**src/rtl/bl_pkg.sv**
```systemverilog
package bl_pkg;

  typedef enum logic [2:0] {
    CT_IDLE,
    CT_SHIFT,
    CT_CYCLE,
    CT_NEXT,
    CT_RST_ON,
    CT_RST_WAIT,
    CT_DRAIN
  } ctl_state_e;

  typedef enum logic [2:0] {
    BC_IDLE,
    BC_WRITE,
    BC_GAP,
    BC_READ,
    BC_DONE
  } bc_state_e;

endpackage

```
**src/rtl/bl_addr_ser.sv**
```systemverilog
module bl_addr_ser #(
  parameter int AW = 16
) (
  input  logic          clk,
  input  logic          rst_n,
  input  logic          start,
  input  logic [AW-1:0] addr,
  output logic          sr_clk,
  output logic          sr_data,
  output logic          sr_latch,
  output logic          done
);
  localparam int CW = $clog2(AW + 1);

  logic          active_q, active_d;
  logic          phase_q, phase_d;
  logic          latch_q, latch_d;
  logic          done_q, done_d;
  logic [CW-1:0] bit_q, bit_d;
  logic [AW-1:0] sh_q, sh_d;

  always_comb begin
    active_d = active_q;
    phase_d  = phase_q;
    bit_d    = bit_q;
    sh_d     = sh_q;
    latch_d  = 1'b0;
    done_d   = latch_q;
    if (!active_q) begin
      if (start) begin
        sh_d     = addr;
        active_d = 1'b1;
        phase_d  = 1'b0;
        bit_d    = '0;
      end
    end else if (!phase_q) begin
      phase_d = 1'b1;
    end else begin
      phase_d = 1'b0;
      if (bit_q == CW'(AW - 1)) begin
        active_d = 1'b0;
        latch_d  = 1'b1;
      end else begin
        bit_d = bit_q + 1'b1;
        sh_d  = {sh_q[AW-2:0], 1'b0};
      end
    end
  end

  always_ff @(posedge clk or negedge rst_n) begin
    if (!rst_n) begin
      active_q <= 1'b0;
      phase_q  <= 1'b0;
      latch_q  <= 1'b0;
      done_q   <= 1'b0;
      bit_q    <= '0;
      sh_q     <= '0;
    end else begin
      active_q <= active_d;
      phase_q  <= phase_d;
      latch_q  <= latch_d;
      done_q   <= done_d;
      bit_q    <= bit_d;
      sh_q     <= sh_d;
    end
  end

  assign sr_clk   = phase_q;
  assign sr_data  = sh_q[AW-1];
  assign sr_latch = latch_q;
  assign done     = done_q;

  // serial data must not move on a rising shift edge
  a_r3_data_stable_at_edge: assert property (@(posedge clk) disable iff (!rst_n)
    $rose(sr_clk) |-> $stable(sr_data));
  // latch strobe never overlaps a shift clock
  a_r3_latch_clk_low: assert property (@(posedge clk) disable iff (!rst_n)
    sr_latch |-> !sr_clk);
  // done follows the latch strobe
  a_r3_done_after_latch: assert property (@(posedge clk) disable iff (!rst_n)
    sr_latch |=> done);

endmodule

```
**src/rtl/bl_bus_cycle.sv**
```systemverilog
module bl_bus_cycle
  import bl_pkg::*;
#(
  parameter int DW     = 8,
  parameter int WR_CYC = 2,
  parameter int RD_CYC = 2
) (
  input  logic          clk,
  input  logic          rst_n,
  input  logic          start,
  input  logic [DW-1:0] wr_data,
  input  logic [DW-1:0] rd_data,
  output logic          ram_ce_n,
  output logic          ram_rw,
  output logic          data_oe,
  output logic [DW-1:0] data_out,
  output logic          done,
  output logic          match
);
  localparam int MAXC = (WR_CYC > RD_CYC) ? WR_CYC : RD_CYC;
  localparam int CCW  = $clog2(MAXC + 1);

  bc_state_e      st_q, st_d;
  logic [CCW-1:0] cnt_q, cnt_d;
  logic           match_q, match_d;

  always_comb begin
    st_d    = st_q;
    cnt_d   = cnt_q;
    match_d = match_q;
    case (st_q)
      BC_IDLE, BC_DONE: begin
        st_d = BC_IDLE;
        if (start) begin
          st_d  = BC_WRITE;
          cnt_d = '0;
        end
      end
      BC_WRITE: begin
        if (cnt_q == CCW'(WR_CYC - 1)) st_d = BC_GAP;
        else cnt_d = cnt_q + 1'b1;
      end
      BC_GAP: begin
        st_d  = BC_READ;
        cnt_d = '0;
      end
      BC_READ: begin
        if (cnt_q == CCW'(RD_CYC - 1)) begin
          match_d = (rd_data == wr_data);
          st_d    = BC_DONE;
        end else begin
          cnt_d = cnt_q + 1'b1;
        end
      end
      default: st_d = BC_IDLE;
    endcase
  end

  always_ff @(posedge clk or negedge rst_n) begin
    if (!rst_n) begin
      st_q    <= BC_IDLE;
      cnt_q   <= '0;
      match_q <= 1'b0;
    end else begin
      st_q    <= st_d;
      cnt_q   <= cnt_d;
      match_q <= match_d;
    end
  end

  assign ram_ce_n = !((st_q == BC_WRITE) || (st_q == BC_READ));
  assign ram_rw   = (st_q != BC_WRITE);
  assign data_oe  = (st_q == BC_WRITE);
  assign data_out = (st_q == BC_WRITE) ? wr_data : '0;
  assign done     = (st_q == BC_DONE);
  assign match    = match_q;

  // a write strobe is always qualified by chip enable
  a_r4_write_has_ce: assert property (@(posedge clk) disable iff (!rst_n)
    !ram_rw |-> !ram_ce_n);
  // data is driven only while writing
  a_r4_drive_only_write: assert property (@(posedge clk) disable iff (!rst_n)
    data_oe |-> !ram_rw);
  // each attempt reports completion for a single cycle
  a_r5_done_single: assert property (@(posedge clk) disable iff (!rst_n)
    done |=> !done);

endmodule

```
**src/rtl/bl_tod_gen.sv**
```systemverilog
module bl_tod_gen #(
  parameter int CLK_HZ = 1_000_000,
  parameter int TOD_HZ = 50
) (
  input  logic clk,
  input  logic rst_n,
  output logic tod
);
  localparam int HALF = CLK_HZ / (2 * TOD_HZ);
  localparam int TW   = $clog2(HALF + 1);

  logic [TW-1:0] cnt_q, cnt_d;
  logic          tod_q, tod_d;
  logic          tick;

  assign tick = (cnt_q == TW'(HALF - 1));

  always_comb begin
    cnt_d = tick ? '0 : cnt_q + 1'b1;
    tod_d = tick ? !tod_q : tod_q;
  end

  always_ff @(posedge clk or negedge rst_n) begin
    if (!rst_n) begin
      cnt_q <= '0;
      tod_q <= 1'b0;
    end else begin
      cnt_q <= cnt_d;
      tod_q <= tod_d;
    end
  end

  assign tod = tod_q;

  // the wave holds between divider terminal counts
  a_r9_tod_holds: assert property (@(posedge clk) disable iff (!rst_n)
    !tick |=> $stable(tod));

endmodule

```
**src/rtl/bl_boot_loader.sv**
```systemverilog
module bl_boot_loader
  import bl_pkg::*;
#(
  parameter int AW        = 16,
  parameter int DW        = 8,
  parameter int LOAD_BASE = 0,
  parameter int RETRY_MAX = 8,
  parameter int RST_HOLD  = 16,
  parameter int WR_CYC    = 2,
  parameter int RD_CYC    = 2,
  parameter int CLK_HZ    = 1_000_000,
  parameter int TOD_HZ    = 50
) (
  input  logic          clk,
  input  logic          rst_n,
  input  logic          in_valid,
  input  logic [DW-1:0] in_data,
  input  logic          in_last,
  output logic          in_ready,
  output logic          cpu_be,
  output logic          sys_rst_n,
  output logic          sr_oe_n,
  output logic          sr_clk,
  output logic          sr_data,
  output logic          sr_latch,
  output logic          ram_ce_n,
  output logic          ram_rw,
  output logic          data_oe,
  output logic [DW-1:0] data_out,
  input  logic [DW-1:0] data_in,
  output logic          load_err,
  output logic          tod
);
  localparam int TRW = $clog2(RETRY_MAX + 1);
  localparam int HW  = $clog2(RST_HOLD + 1);

  logic [1:0] rsync_q;
  logic       rst_int_n;

  always_ff @(posedge clk or negedge rst_n) begin
    if (!rst_n) rsync_q <= 2'b00;
    else        rsync_q <= {rsync_q[0], 1'b1};
  end
  assign rst_int_n = rsync_q[1];

  ctl_state_e     st_q, st_d;
  logic [AW-1:0]  addr_q, addr_d;
  logic [DW-1:0]  byte_q, byte_d;
  logic           last_q, last_d;
  logic [TRW-1:0] tries_q, tries_d;
  logic [HW-1:0]  hold_q, hold_d;
  logic           err_q, err_d;
  logic           ser_start, ser_done;
  logic           bc_start, bc_done, bc_match;
  logic           accept;

  assign in_ready = (st_q == CT_IDLE) || (st_q == CT_NEXT) || (st_q == CT_DRAIN);
  assign accept   = in_valid && in_ready;

  always_comb begin
    st_d      = st_q;
    addr_d    = addr_q;
    byte_d    = byte_q;
    last_d    = last_q;
    tries_d   = tries_q;
    hold_d    = hold_q;
    err_d     = err_q;
    ser_start = 1'b0;
    bc_start  = 1'b0;
    case (st_q)
      CT_IDLE: begin
        if (accept) begin
          byte_d    = in_data;
          last_d    = in_last;
          addr_d    = AW'(LOAD_BASE);
          tries_d   = '0;
          err_d     = 1'b0;
          ser_start = 1'b1;
          st_d      = CT_SHIFT;
        end
      end
      CT_SHIFT: begin
        if (ser_done) begin
          bc_start = 1'b1;
          st_d     = CT_CYCLE;
        end
      end
      CT_CYCLE: begin
        if (bc_done) begin
          if (bc_match) begin
            if (last_q) begin
              hold_d = '0;
              st_d   = CT_RST_ON;
            end else begin
              st_d = CT_NEXT;
            end
          end else if (tries_q == TRW'(RETRY_MAX - 1)) begin
            err_d = 1'b1;
            st_d  = last_q ? CT_IDLE : CT_DRAIN;
          end else begin
            tries_d  = tries_q + 1'b1;
            bc_start = 1'b1;
          end
        end
      end
      CT_NEXT: begin
        if (accept) begin
          byte_d    = in_data;
          last_d    = in_last;
          addr_d    = addr_q + 1'b1;
          tries_d   = '0;
          ser_start = 1'b1;
          st_d      = CT_SHIFT;
        end
      end
      CT_RST_ON: begin
        hold_d = HW'(1);
        st_d   = CT_RST_WAIT;
      end
      CT_RST_WAIT: begin
        if (hold_q == HW'(RST_HOLD - 1)) st_d = CT_IDLE;
        else hold_d = hold_q + 1'b1;
      end
      CT_DRAIN: begin
        if (accept && in_last) st_d = CT_IDLE;
      end
      default: st_d = CT_IDLE;
    endcase
  end

  always_ff @(posedge clk or negedge rst_int_n) begin
    if (!rst_int_n) begin
      st_q    <= CT_IDLE;
      addr_q  <= '0;
      byte_q  <= '0;
      last_q  <= 1'b0;
      tries_q <= '0;
      hold_q  <= '0;
      err_q   <= 1'b0;
    end else begin
      st_q    <= st_d;
      addr_q  <= addr_d;
      byte_q  <= byte_d;
      last_q  <= last_d;
      tries_q <= tries_d;
      hold_q  <= hold_d;
      err_q   <= err_d;
    end
  end

  assign cpu_be    = (st_q == CT_IDLE) || (st_q == CT_RST_WAIT) || (st_q == CT_DRAIN);
  assign sr_oe_n   = cpu_be;
  assign sys_rst_n = !((st_q == CT_RST_ON) || (st_q == CT_RST_WAIT));
  assign load_err  = err_q;

  bl_addr_ser #(.AW(AW)) u_ser (
    .clk      (clk),
    .rst_n    (rst_int_n),
    .start    (ser_start),
    .addr     (addr_d),
    .sr_clk   (sr_clk),
    .sr_data  (sr_data),
    .sr_latch (sr_latch),
    .done     (ser_done)
  );

  bl_bus_cycle #(.DW(DW), .WR_CYC(WR_CYC), .RD_CYC(RD_CYC)) u_bus (
    .clk      (clk),
    .rst_n    (rst_int_n),
    .start    (bc_start),
    .wr_data  (byte_q),
    .rd_data  (data_in),
    .ram_ce_n (ram_ce_n),
    .ram_rw   (ram_rw),
    .data_oe  (data_oe),
    .data_out (data_out),
    .done     (bc_done),
    .match    (bc_match)
  );

  bl_tod_gen #(.CLK_HZ(CLK_HZ), .TOD_HZ(TOD_HZ)) u_tod (
    .clk   (clk),
    .rst_n (rst_int_n),
    .tod   (tod)
  );

  // no loader RAM access while the processor owns the bus
  a_r2_quiet_when_cpu_owns: assert property (@(posedge clk) disable iff (!rst_int_n)
    cpu_be |-> (ram_ce_n && !data_oe));
  // bus is already returned when reset releases
  a_r7_bus_back_first: assert property (@(posedge clk) disable iff (!rst_int_n)
    $rose(sys_rst_n) |-> $past(cpu_be));
  // bus is returned only under reset, except on abort
  a_r7_reset_covers_handback: assert property (@(posedge clk) disable iff (!rst_int_n)
    $rose(cpu_be) |-> (!sys_rst_n || load_err));
  // an aborted load leaves the bus with the processor
  a_r6_err_bus_free: assert property (@(posedge clk) disable iff (!rst_int_n)
    load_err |-> cpu_be);
  // attempt counter stays inside its limit
  a_r5_tries_bounded: assert property (@(posedge clk) disable iff (!rst_int_n)
    (st_q == CT_CYCLE) |-> (tries_q < TRW'(RETRY_MAX)));

endmodule

```
**config.mk**
```make
export PLATFORM = sky130hd
export DESIGN_NAME = bl_boot_loader
export DESIGN_NICKNAME = d
export VERILOG_FILES = /design/src/rtl/bl_pkg.sv /design/src/rtl/bl_addr_ser.sv /design/src/rtl/bl_bus_cycle.sv /design/src/rtl/bl_tod_gen.sv /design/src/rtl/bl_boot_loader.sv
export SDC_FILE = /design/constraint.sdc
export NUM_CORES = 1
export LEC_CHECK = 0
export ABC_AREA = 1
export BUFFER_PORTS_ARGS = -buffer_cell sky130_fd_sc_hd__buf_2
export CAP_MARGIN = 20
export CORE_UTILIZATION = 50
export DETAILED_ROUTE_END_ITERATION = 6
export PLACE_DENSITY = 0.77
export SLEW_MARGIN = 20
export SYNTH_ARGS = -nofsm -noshare
export SYNTH_HDL_FRONTEND = slang
export SYNTH_SLANG_ARGS = --single-unit
export TNS_END_PERCENT = 1
```
**constraint.sdc**
```tcl
create_clock -name clk -period 5.1 [get_ports clk]
set_input_delay 0.255 -clock clk [delete_from_list [all_inputs] [get_ports clk]]
set_output_delay 0.255 -clock clk [all_outputs]
set_load 0.1 [all_outputs]
```
# Word-level counts from Yosys, hierarchy flattened
# Cells that the tools add are included.
# W data, S select, Z words.
dict set report totals {
  ff_bits 86
  in_bits 20
}
dict set report op_classes {
  mux 62
  n_reduce_logical 30
  n_addsub 6
  n_eq_ne 36
}
# cell n
set op_table {}
lappend op_table {{$mux W16} 6}
lappend op_table {{$mux W5} 8}
lappend op_table {{$mux W3} 11}
lappend op_table {{$pmux W16 S2} 1}
lappend op_table {{$ne A2 B2 Y1 const B} 13}
lappend op_table {{$mux W1} 21}
lappend op_table {{$pmux W3 S6} 1}
lappend op_table {{$add A16 B1 Y16 const B} 1}
lappend op_table {{$mux W4} 4}
lappend op_table {{$pmux W5 S3} 1}
lappend op_table {{$reduce_and A5 Y1} 3}
lappend op_table {{$add A14 B1 Y14 const B} 1}
lappend op_table {{$eq A14 B14 Y1 const B} 1}
lappend op_table {{$mux W14} 1}
lappend op_table {{$eq A3 B2 Y1 const B} 4}
lappend op_table {{$eq A3 B3 Y1 const B} 4}
lappend op_table {{$pmux W3 S4} 1}
lappend op_table {{$add A5 B1 Y5 const B} 2}
lappend op_table {{$eq A5 B4 Y1 const B} 2}
lappend op_table {{$ne A2 B1 Y1 const B} 5}
lappend op_table {{$eq A8 B8 Y1} 1}
lappend op_table {{$mux W8} 1}
lappend op_table {{$pmux W4 S2} 1}
lappend op_table {{$eq A3 B1 Y1 const B} 2}
lappend op_table {{19 further kinds} 38}

# Longest topological paths before layout
dict set report logic_depth {
  depth_word 8
  ltp_mapped 11
  ltp_nobuf 11
}

# Cells and area by module
# A second synthesis with hierarchy kept.
dict set report hier_totals {
  hier_cells 658
  hier_area_um2 5113.7
}
# mod instances area_each_um2 seq_area_each_um2 cells_per_inst
set by_module_without_submodules {}
lappend by_module_without_submodules {bl_boot_loader 1 2521.2 1001.0 343}
lappend by_module_without_submodules {bl_addr_ser 1 1255.0 625.6 131}
lappend by_module_without_submodules {bl_tod_gen 1 845.8 375.4 109}
lappend by_module_without_submodules {bl_bus_cycle 1 491.7 150.1 75}

# Worst setup path after synthesis
# No wires, ideal clock.
dict set report synth_timing {
  path_type {reg-to-output}
  from {register u_bus.st_q[0]}
  to {output port data_out[0]}
  arrival_ns 5.434
  path_slack_ns -0.589
  required_ns 4.845
  n_path_buf 0
  path_stages_with_launch 7
  path_cell_list {dfrtp_1 -> inv_1 -> nor2_1 -> inv_1 -> nor2_1 -> clkinv_1 -> nor2_1}
}
dict set report synth_via {
  elab_chain_cells 2
}
# item line_no
set synth_lines {}
lappend synth_lines {{start: declaration} bl_bus_cycle.sv:23} ;# bc_state_e st_q, st_d;
lappend synth_lines {{start signal: assignment} bl_bus_cycle.sv:65} ;# st_q <= st_d;
lappend synth_lines {{$eq A3 B1 Y1} -}
lappend synth_lines {{named net data_oe} bl_boot_loader.sv:28} ;# output logic data_oe,
lappend synth_lines {{$mux W8} bl_bus_cycle.sv:74} ;# assign data_out = (st_q == BC_WRITE) ? wr_data : '0;
lappend synth_lines {{end: declaration} bl_boot_loader.sv:29} ;# output logic [DW-1:0] data_out,
# The timed path passes the listed nets, and every way through them passes these cells.

# Worst setup path in the final report
dict set report layout_timing {
  from {register u_bus.st_q[0]}
  to {output port data_out[2]}
}
dict set report layout_via {
  elab_chain_cells 2
}
# item line_no
set layout_lines {}
lappend layout_lines {{$eq A3 B1 Y1} bl_bus_cycle.sv:74}
lappend layout_lines {{$mux W8} bl_bus_cycle.sv:74}
# No other way between the ends.

==> flow_metrics.tcl <==
set metrics [dict create \
    endpoint_kind "output pin" \
    drt-vias-per-instance 5.23 \
    rows 34 \
    areaGrowthSynthToFinish_pct 11.7 \
    setup_viol 0 \
    grt_max_degree 85 \
    hold_violations 0 \
    period_minus_slack_ns 2.39 \
    maxSlewViolCount 0 \
    cp.required_ns 4.85 \
    critPathBufInv 4 \
    ys_types 42 \
    worstPathMaxFanout 9 \
    slowest_delay_ns 0.45 \
    route.vias.total 3664 \
    cp-start-kind "register" \
    worst_ep_arrival_time_ns 2.13 \
    dp.cells 682 \
    ys_top_cells_by_area "dfrtp_1, nand2_1, inv_1" \
    die_area_um2 9270 \
    wl_um 9110 \
    synth_top_cell_area_share_pct 48.4 \
    hpwlAfterDp_um 6800 \
    grt_pass1_vias 3640 \
    ctsRootBufferMaster "clkbuf_8" \
    syn_avg_cell_area_um2 8.18 \
    diodes 0 \
    async_flop_share_pct 100 \
    clk_pin_slew_ns 0.09 \
    power.density_nw_per_um2 593 \
    post_cts_resized 0 \
    worstMarginPinSlew_ns 0.588 \
    instances_no_fill 700 \
    grt_overflow 0 \
    antenna_found_initial 0 \
    setup_tns_ns 0 \
    cts.sinks 86 \
    ant_nets 0 \
    syn_area_um2 4440 \
    max_slew_margin_pct 60.7 \
    first_iter_violations 150 \
    synthCells 543 \
    cts_tree "done" \
    clk_latency_ns 0.36 \
    htreeDepth 3 \
    ir_drop_v 0.000327 \
    min_path_type "primary input to register" \
    cpMaxStageDelayCell "buf_2" \
    grt.total_usage_pct 22.3 \
    cts_buffer_depth 2 \
    die_w_um 96.3 \
    first_pass_iters 4 \
    drc 0 \
    ys.flop_type "dfrtp_1" \
    cp_top_family "buffers and inverters" \
    finClkSkew_ns 0.0111 \
    grt_pass1_wl_um 15700 \
    period_share_pct 46.8 \
    synth_top_cell_by_area "dfrtp_1" \
    syn-num-nets 574 \
    drive_gt1_share_pct 15.4 \
    die_h_um 96.3 \
    start_util_pct 51.2 \
    status "finished clean" \
    max_freq_mhz 419 \
    rsz0062_at_grt "false" \
    numCtsBuffers 9 \
    ys_ff_latch 86 \
    io_buffers 39 \
    p_leak_nw 2.47 \
    dp_slack_ns 3.08 \
    finish.utilization_pct 57.2 \
    postLayoutSetupSlackWorst_ns 2.71 \
    final_net_count 618 \
    post_drt_wl_per_cell_um 13.0 \
    synth.yosys.seq_area_share_pct 48.4 \
    synth_edf_count 0 \
    io_pins 40 \
    yosysWarnings 0 \
    drv_cap 0 \
    core_area_um2 8680 \
    whs_ns 0.102 \
    gp_congestion 0.936 \
    crit_chain "inv_1 -> nor2_1 -> inv_1 -> nor2_2 -> clkinv_1 -> nor2_2 -> buf_2" \
    crit_type "register to output pin" \
]
-- state kept, by name, indices dropped and copies added, names as in the netlist --
register / count
addr_q: 16
byte_q: 8
hold_q: 5
last_q: 1
load_err: 1
rsync_q: 2
st_q: 3
tries_q: 4
u_bus.cnt_q: 2
u_bus.match: 1
u_bus.st_q: 3
u_ser.active_q: 1
u_ser.bit_q: 5
u_ser.done: 1
u_ser.sh_q: 16
u_ser.sr_clk: 1
u_ser.sr_latch: 1
u_tod.cnt_q: 14
u_tod.tod: 1
-- logic make-up (layout without fill, tap and decap cells) --
kind of cell	Yosys count	after routing	synth area share, %
AO/OA/AOI/OAI	90	90	11.9
XOR/XNOR	16	16	3.15
adder cells (fa/ha/maj)	11	11	3.10
buffers and inverters	96	145	8.56
flip-flops	86	86	48.4
multiplexers	1	1	0.225
other	1	1	0.0844
AND/OR/NAND/NOR	242	242	24.6
-- cell type report --
type | instances | area [um2]
fill | 795 | 3720
timing repair buffer | 41 | 225
multi-input combinational | 361 | 1930
clock buffer | 10 | 138
clock inverter | 6 | 43.8
tap | 108 | 135
inverter | 88 | 330
sequential | 86 | 2160
-- worst paths after layout --
kind | startpoint | to | slack, ns | cells past startpoint
max | u_bus.st_q[0] | data_out[2] | 2.71 | 7
min | in_data[2] | byte_q[2] | 0.10 | 3
max reg2reg | u_ser.bit_q[0] | u_ser.sh_q[2] | 3.06 | 9
min reg2reg | rsync_q[1] | byte_q[5] | 0.32 | 0
max in group asynchronous | rsync_q[1] | u_ser.bit_q[0] | 4.16 | 1
min in group asynchronous | rst_n | rsync_q[0] | 0.20 | 2
-- synthesized netlist by cell type, types with 2 or more instances --
master and n:
nand2_1 115, dfrtp_1 86, inv_1 79, nor2_1 57, o21ai_0 32, nand3_1 28, a21oi_1 18, nand4_1 13
ha_1 11, o22ai_1 11, xnor2_1 9, a22oi_1 7, inv_2 7, o21ai_1 7, xor2_1 7, nor3_1 6
buf_2 4, nor3b_1 4, o31ai_1 4, nand2_2 3, nand3_2 3, nor2_2 3, o211ai_1 3, a31oi_1 2
buf_4 2, clkinv_1 2, nand2_4 2, nor2_4 2, nor4_1 2, or2_2 2
-- power breakdown --
group	internal, W	total [W]	switching (W)
Sequential	0.000860	0.000999	0.000140
Clock	0.000194	0.000451	0.000257
Combinational	0.000354	0.00149	0.00114
-- what timing repair did --
| item | in CTS | in global routing |
|---|---|---|
| buffers inserted | 0 | 0 |
| hold buffers | 1 | 0 |
| endpoints found under the setup margin | 0 | 0 |
| hold endpoints to repair | 2 | 0 |
-- per-layer routing --
layer | wire [um] | share of wire [%] | track usage (%)
met1 | 4090 | 45 | 25.9
met2 | 4510 | 49 | 39.4
met3 | 366 | 4.0 | 5.45
met4 | 152 | 1.7 | 8.83
met5 | 0 | 0 | 0
-- tightest hold or removal path, cell delays in order --
cell and delay [ns]:
buf_2 0.08, nand2_1 0.04, o21ai_0 0.05
-- layout by cell type (no fill, tap or decap), types with 2 or more instances in the layout --
cell,Yosys,routed
xnor2_1,9,9
nor4_1,2,2
ha_1,11,11
inv_6,0,3
nor2_1,57,48
a31oi_1,2,2
buf_2,4,39
nor3b_1,4,4
nand3_2,3,3
inv_1,79,79
o21ai_1,7,7
o22ai_1,11,11
clkinv_2,0,2
nand3_1,28,28
or2_2,2,2
nand2_1,115,115
nor2_4,2,2
inv_2,7,7
clkbuf_8,0,10
nor3_1,6,6
o211ai_1,3,3
o21ai_0,32,32
nand2_2,3,3
xor2_1,7,7
dfrtp_1,86,85
o31ai_1,4,4
nor2_2,3,12
clkinv_1,2,2
nand2_4,2,2
nand4_1,13,13
a21oi_1,18,18
a22oi_1,7,7
-- metrics by stage --
stage	total power, W	area, um2
final	0.00294	4960
after global routing	0.00315	4960
after CTS	0.00296	4940
after detailed placement	0.00250	4750
after global placement	0.00246	4750
after floorplan	0.00225	4470
No activity file was read; power rests on OpenSTA's default activity.
